$ cat config.mk
export PLATFORM = sky130hd
export DESIGN_NAME = bytelane_ram
export DESIGN_NICKNAME = d
export VERILOG_FILES = /design/src/rtl/bytelane_ram.sv
export SDC_FILE = /design/constraint.sdc
export NUM_CORES = 1
export LEC_CHECK = 0
export CORE_ASPECT_RATIO = 2
export CORE_MARGIN = 4
export CORE_UTILIZATION = 63
export DETAILED_ROUTE_END_ITERATION = 10
export PLACE_DENSITY = 0.82
export SLEW_MARGIN = 0
export SYNTH_ARGS = -nofsm -noshare
export SYNTH_HDL_FRONTEND = slang
export SYNTH_SLANG_ARGS = --single-unit
$ cat constraint.sdc
create_clock -name clk -period 2.3 [get_ports clk]
set_input_delay 0.23 -clock clk [delete_from_list [all_inputs] [get_ports clk]]
set_output_delay 0.23 -clock clk [all_outputs]
set_load 0.005 [all_outputs]
$ cat src/rtl/bytelane_ram.sv
module bytelane_ram #(
  parameter int DATA_W = 16,
  parameter int ADDR_W = 5,
  parameter bit PACKED = 1'b0
) (
  input  logic              clk,
  input  logic              rst_n,
  input  logic [ADDR_W-1:0] a_addr,
  input  logic              a_stall,
  input  logic              a_we,
  input  logic [DATA_W/8-1:0] a_be,
  input  logic [DATA_W-1:0] a_wdata,
  output logic [DATA_W-1:0] a_rdata,
  input  logic [ADDR_W-1:0] b_addr,
  input  logic              b_stall,
  input  logic              b_we,
  input  logic [DATA_W/8-1:0] b_be,
  input  logic [DATA_W-1:0] b_wdata,
  output logic [DATA_W-1:0] b_rdata
);
  localparam int LANES = DATA_W / 8;
  localparam int DEPTH = 1 << ADDR_W;
  localparam logic [ADDR_W-1:0] TOP_BIT = ADDR_W'(1) << (ADDR_W - 1);

  logic [DATA_W-1:0] mem [DEPTH];
  logic [ADDR_W-1:0] a_addr_q, b_addr_q, a_phys, b_phys;

  always_ff @(posedge clk) begin
    if (!rst_n) begin
      a_addr_q <= '0;
      b_addr_q <= '0;
    end else begin
      if (!a_stall) a_addr_q <= a_addr;
      if (!b_stall) b_addr_q <= b_addr;
    end
  end

  assign a_phys = PACKED ? (a_addr_q & ~TOP_BIT) : a_addr_q;
  assign b_phys = PACKED ? (b_addr_q | TOP_BIT) : b_addr_q;

  always_ff @(negedge clk) begin
    if (!rst_n) begin
      for (int w = 0; w < DEPTH; w++) mem[w] <= '1;
    end else begin
      for (int l = 0; l < LANES; l++)
        if (b_we && b_be[l]) mem[b_phys][l*8 +: 8] <= b_wdata[l*8 +: 8];
      for (int l = 0; l < LANES; l++)
        if (a_we && a_be[l]) mem[a_phys][l*8 +: 8] <= a_wdata[l*8 +: 8];
    end
  end

  assign a_rdata = mem[a_phys];
  assign b_rdata = mem[b_phys];


  a_stall_hold_chk: assert property (@(posedge clk) disable iff (!rst_n)
    a_stall |=> $stable(a_addr_q));

  a_load_chk: assert property (@(posedge clk) disable iff (!rst_n)
    !a_stall |=> a_addr_q == $past(a_addr));

  b_stall_hold_chk: assert property (@(posedge clk) disable iff (!rst_n)
    b_stall |=> $stable(b_addr_q));

  b_load_chk: assert property (@(posedge clk) disable iff (!rst_n)
    !b_stall |=> b_addr_q == $past(b_addr));

  reset_fill_chk: assert property (@(posedge clk)
    $rose(rst_n) |-> (a_rdata == '1 && b_rdata == '1));
endmodule

==> results of run 1 <==
-- per-stage QoR --
| step | cells | setup TNS [ps] | area, µm² | worst slack (ps) | util, % |
|---|---|---|---|---|---|
| 2_1_floorplan | 2518 | -610380 | 31870 | -679.9 | - |
| 3_5_place_dp | 3410 | -907710 | 36880 | -1117 | 76.26 |
| 4_1_cts | 4134 | -691320 | 44550 | -1201 | 92.14 |
| 3_3_place_gp | 3410 | -887350 | 36880 | -1099 | 76.26 |
-- metal layers --
layer | GRT usage [%] | overflow
met1 | 74.57 | 0
met2 | 92.67 | 138
met3 | 61.38 | 3
met4 | 79.70 | 118
met5 | 20.17 | 0
-- kinds of logic after synthesis --
kind of cell | Yosys count | synth area share, %
DFF | 522 | 50.48
buffers and inverters | 276 | 3.864
AOI/OAI and AO/OA | 768 | 19.72
muxes | 522 | 16.93
and+or+nand+nor | 430 | 9.002
-- timing repair --
item | 4_1_cts
gates cloned | 38
pin swaps | 329
endpoints found under the setup margin | 1056
resized for setup | 646
buffers inserted | 103
==> qor.log, run 1 <==
[status] outcome did not finish
[status] last stage the flow got to global routing (5_1_grt)
[status] tool error [ERROR GRT-0116] Global routing finished with congestion. Check the congestion regions in the DRC Viewer.
[synth] leading cell type by number of instances after synthesis mux2i_1
[clock_tree] clock tree root driver cell clkbuf_16
[die] width of the die 164.5 µm
[synth] area share of the largest cell type after synthesis 49.83%
[clock_tree] CTS Buf Count 49
[clock_tree] hold-fix buffers at CTS 0
[die] Initial Utilization 63.81%
[synth] number of warnings printed during yosys synthesis 0
[synth] Top FF cell, synth edfxtp_1
[synth] FF+latch count, synth 522
[grt] pin count of the biggest net entering global routing 53
[place] half-perimeter wire length after placement 92.72 mm
[synth] top cell type by total area after synthesis edfxtp_1
[die] count of boundary I/O pins 84
[die] Die Ht 321.0 µm
[die] cell row count 114
[clock_tree] clock sink total 522
[synth] top post-synthesis cells by count 522 x mux2i_1, 512 x edfxtp_1, 512 x o22a_1
[synth] post-synthesis cell area 0.03086 mm²
[synth] Post-synth EDFFs 512
[place] global placer's final weighted congestion 1.131
[synth] main area contributors after synthesis edfxtp_1 50%, mux2i_1 17%, o22a_1 15%
[synth] number of distinct standard cells referenced by the synthesized netlist 33
[synth] Async SR Flop Fraction 0%
[synth] number of instances in the synthesized netlist 2518
[grt] number of global-route vias before repair 40780
[clock_tree] maximum buffer depth of the clock tree 3
[synth] sequential fraction of the synthesis area 50.48%
[synth] Syn Area/Cell 12.25 µm²
[grt] total routing usage reported by global routing 76.34%
[clock_tree] number of H-tree levels 2
[grt] wire length of the first global-routing pass 301.4 mm
[synth] post-synth net total 2570
[place] number of port buffers 83
[grt] grt ovf 259
==> inputs of run 2 (changes only) <==
--- a/config.mk
+++ b/config.mk
@@ -5,11 +5,10 @@
 export SDC_FILE = /design/constraint.sdc
 export NUM_CORES = 1
 export LEC_CHECK = 0
-export CORE_ASPECT_RATIO = 2
 export CORE_MARGIN = 4
-export CORE_UTILIZATION = 63
+export CORE_UTILIZATION = 40
 export DETAILED_ROUTE_END_ITERATION = 10
-export PLACE_DENSITY = 0.82
+export PLACE_DENSITY_LB_ADDON = 0.15
 export SLEW_MARGIN = 0
 export SYNTH_ARGS = -nofsm -noshare
 export SYNTH_HDL_FRONTEND = slang
==> qor.log, run 2 <==
[status] outcome complete, but fails checks
[status] violations in the final reports negative setup slack
[critical_path] Worst setup SP type flip-flop
[clock_tree] worst-skew pair later-pin latency 680 ps
[detailed_routing] DRC violations left 0
[detailed_routing] number of vias per cell after detailed routing 6.487
[timing] Hold Violations, Final 0
[grt] total routing usage reported by global routing 32.99%
[synth] number of warnings printed during yosys synthesis 0 [unchanged]
[place] number of port buffers 83 [unchanged]
[synth] number of distinct standard cells referenced by the synthesized netlist 33 [unchanged]
[timing] slew margin rel. 56.55%
[die] DIE AREA 0.08165 mm²
[synth] sequential fraction of the synthesis area 50.48% [unchanged]
[worst_hold_path] worst hold path type in -> reg
[die] Initial Utilization 40.49% [-23 points]
[grt] met3 track utilization from global routing 7.641%
[die] cell row count 101 [-11%]
[finish] final antenna diode count 0
[synth] Syn Area/Cell 12.25 µm² [unchanged]
[timing] total negative setup slack -684940 ps
[finish] commonest non-fill, non-tap cell in the layout inv_1
[place] placement-stage cell area 0.03720 mm² [+0.87%]
[clock_tree] number of H-tree levels 2 [unchanged]
[detailed_routing] number of nets still failing antenna checks after routing 0
[synth] post-synthesis cell area 0.03086 mm² [unchanged]
[pwr] Worst IR Drop VDD 651.0 µV
[die] core outline area 0.07620 mm²
[detailed_routing] detailed-router iteration count before antenna repair 5
[synth] FF+latch count, synth 522 [unchanged]
[pwr] PD cells 631.0 mW/mm²
[synth] Async SR Flop Fraction 0% [unchanged]
[finish] cell area after layout 0.04680 mm²
[synth] leading cell type by number of instances after synthesis mux2i_1
[finish] fin nets 3546
[timing] unrepaired setup endpoints after global routing yes
[finish] signed area change from the synthesized netlist to the final layout 51.68%
[finish] Largest Register mem
[finish] core utilization of the finished layout 61.42%
[timing] setup ws final -1381 ps
[grt] wire length of the first global-routing pass 198.9 mm
[synth] Top FF cell, synth edfxtp_1
[synth] top post-synthesis cells by count 522 x mux2i_1, 512 x edfxtp_1, 512 x o22a_1
[synth] top cell type by total area after synthesis edfxtp_1
[clock_tree] maximum buffer depth of the clock tree 3 [unchanged]
[critical_path] Worst Setup Path Type reg -> out
[critical_path] required time worst endpoint 2070 ps
[timing] worst hold-check slack 173.8 ps
[synth] Post-synth EDFFs 512 [unchanged]
[grt] antenna violations before repair 0
[job] number of violations of the max-capacitance limit 0
[synth] number of instances in the synthesized netlist 2518 [unchanged]
[timing] max-slew violations 0
[detailed_routing] DRC marker count from the first detailed-route iteration 3407
[die] Die Ht 285.7 µm [-11%]
[detailed_routing] total number of vias 29670
[timing] setup skew after layout 46.67 ps
[finish] flip-flop count of the largest register, all copies and words added 512
[synth] area share of the largest cell type after synthesis 49.83% [unchanged]
[clock_tree] CTS Buf Count 61 [+24%]
[grt] number of global-route vias before repair 30740
[pwr] Pleak 15.96 nW
[die] width of the die 285.7 µm [+74%]
[grt] grt ovf 0
[critical_path] CP arrival 3450 ps
[synth] post-synth net total 2570 [unchanged]
[finish] top flop regs mem (512), a_addr_q (5), b_addr_q (5)
[clock_tree] TritonCTS clock tree built
[finish] share of final-layout standard cells stronger than drive strength 1 35.22%
[timing] endpoints failing setup 1056
[grt] Most Crowded Layer GR met2
[synth] main area contributors after synthesis edfxtp_1 50%, mux2i_1 17%, o22a_1 15%
[critical_path] capturing element type of the critical path output pin
[clock_tree] clock tree root driver cell clkbuf_16
[detailed_routing] average detailed-routed wire length per instance 30.76 µm
[grt] routing usage on met2 52.81%
[clock_tree] post-CTS clock slew at the launch and capture registers of the worst setup and hold paths 70 ps
[place] setup slack at placement -1249 ps [-131.7 ps]
[place] global placer's final weighted congestion 0.9942 [-12%]
[place] half-perimeter wire length after placement 87.82 mm [-5.3%]
[critical_path] Crit Path Max Fanout 2
[clock_tree] clock sink total 522 [unchanged]
[detailed_routing] total detailed-routing wirelength 140.7 mm
[die] count of boundary I/O pins 84 [unchanged]
[finish] commonest cells after routing, fill and taps aside 530 x inv_1, 512 x o22a_1, 512 x edfxtp_1
[grt] pin count of the biggest net entering global routing 50
[timing] slew at the pin closest to its max-slew limit 651.7 ps
[grt] GR Util met1 39.90%
==> run 2: cell counts after synthesis <==
No cell type changed its count.
==> run 2: area by class of cell <==
| class | count | area (µm²) |
|---|---|---|
| clock buffer | 63 | 1577 |
| fill | 5971 | 29400 |
| multi-input combinational | 1754 | 18530 |
| timing repair buffer | 643 | 7251 |
| sequential | 522 | 15610 |
| tap | 1030 | 1289 |
| clock inverter | 561 | 2542 |
==> run 2: per-layer routing <==
layer | share of wire (%) | vias to the layer above
li1 | - | 12540
met1 | 37 | 14640
met2 | 47 | 1990
met3 | 9.5 | 492
met4 | 7.0 | 0
met5 | 0 | -
==> run 2: cells by family after synthesis <==
kind of cell	after synthesis	synth area share (%)
compound gates	768	19.72
buf+inv	276	3.864
simple gates	430	9.002
flops	522	50.48
mux	522	16.93
==> run 2: worst paths after layout <==
kind,startpoint,end,slack [ps],depth (start not counted)
worst min-delay path,b_addr[0],b_addr_q[0]$_SDFFE_PN0N_,170,3
worst min register to register,b_addr_q[4]$_SDFFE_PN0N_,b_addr_q[4]$_SDFFE_PN0N_,660,2
worst max-delay path,mem[15][11]$_DFFE_NP_,a_rdata[11],-1380,6
worst max register to register,a_addr_q[2]$_SDFFE_PN0N_,mem[9][4]$_DFFE_NP_,-780,8
==> run 2: report_power, final <==
| group | leakage, nW | internal [mW] | switching, mW |
|---|---|---|---|
| combinational | 8.43 | 1.84 | 2.62 |
| sequential | 3.69 | 10.6 | 0.0704 |
| clock | 3.84 | 7.80 | 6.64 |
| total | 16.0 | 20.2 | 9.33 |
==> run 2: timing repair <==
action | in CTS | in global routing
endpoints found under the hold margin | 5 | 0
pin swaps | 273 | 212
endpoints found under the setup margin | 1056 | 1056
buffers inserted | 79 | 45
cloned | 36 | 16
hold buffers | 1 | 0
gates resized for setup | 676 | 212
==> run 2: critical path, cell delays in order (launching register included) <==
cell      delay, ps
edfxtp_1        430
mux2i_2         250
o22ai_2         130
nor4_4          430
buf_4           200
nand2_2          50
buf_2           140
==> run 2: stage by stage <==
step                std cells  total power [mW]
floorplan                2518             13.63
global placement         3797             15.57
detailed placement       3797             15.60
CTS                      4524             29.39
global route             4573             30.94
finish                   4573             29.53
Power figures use the tool's default switching activity.
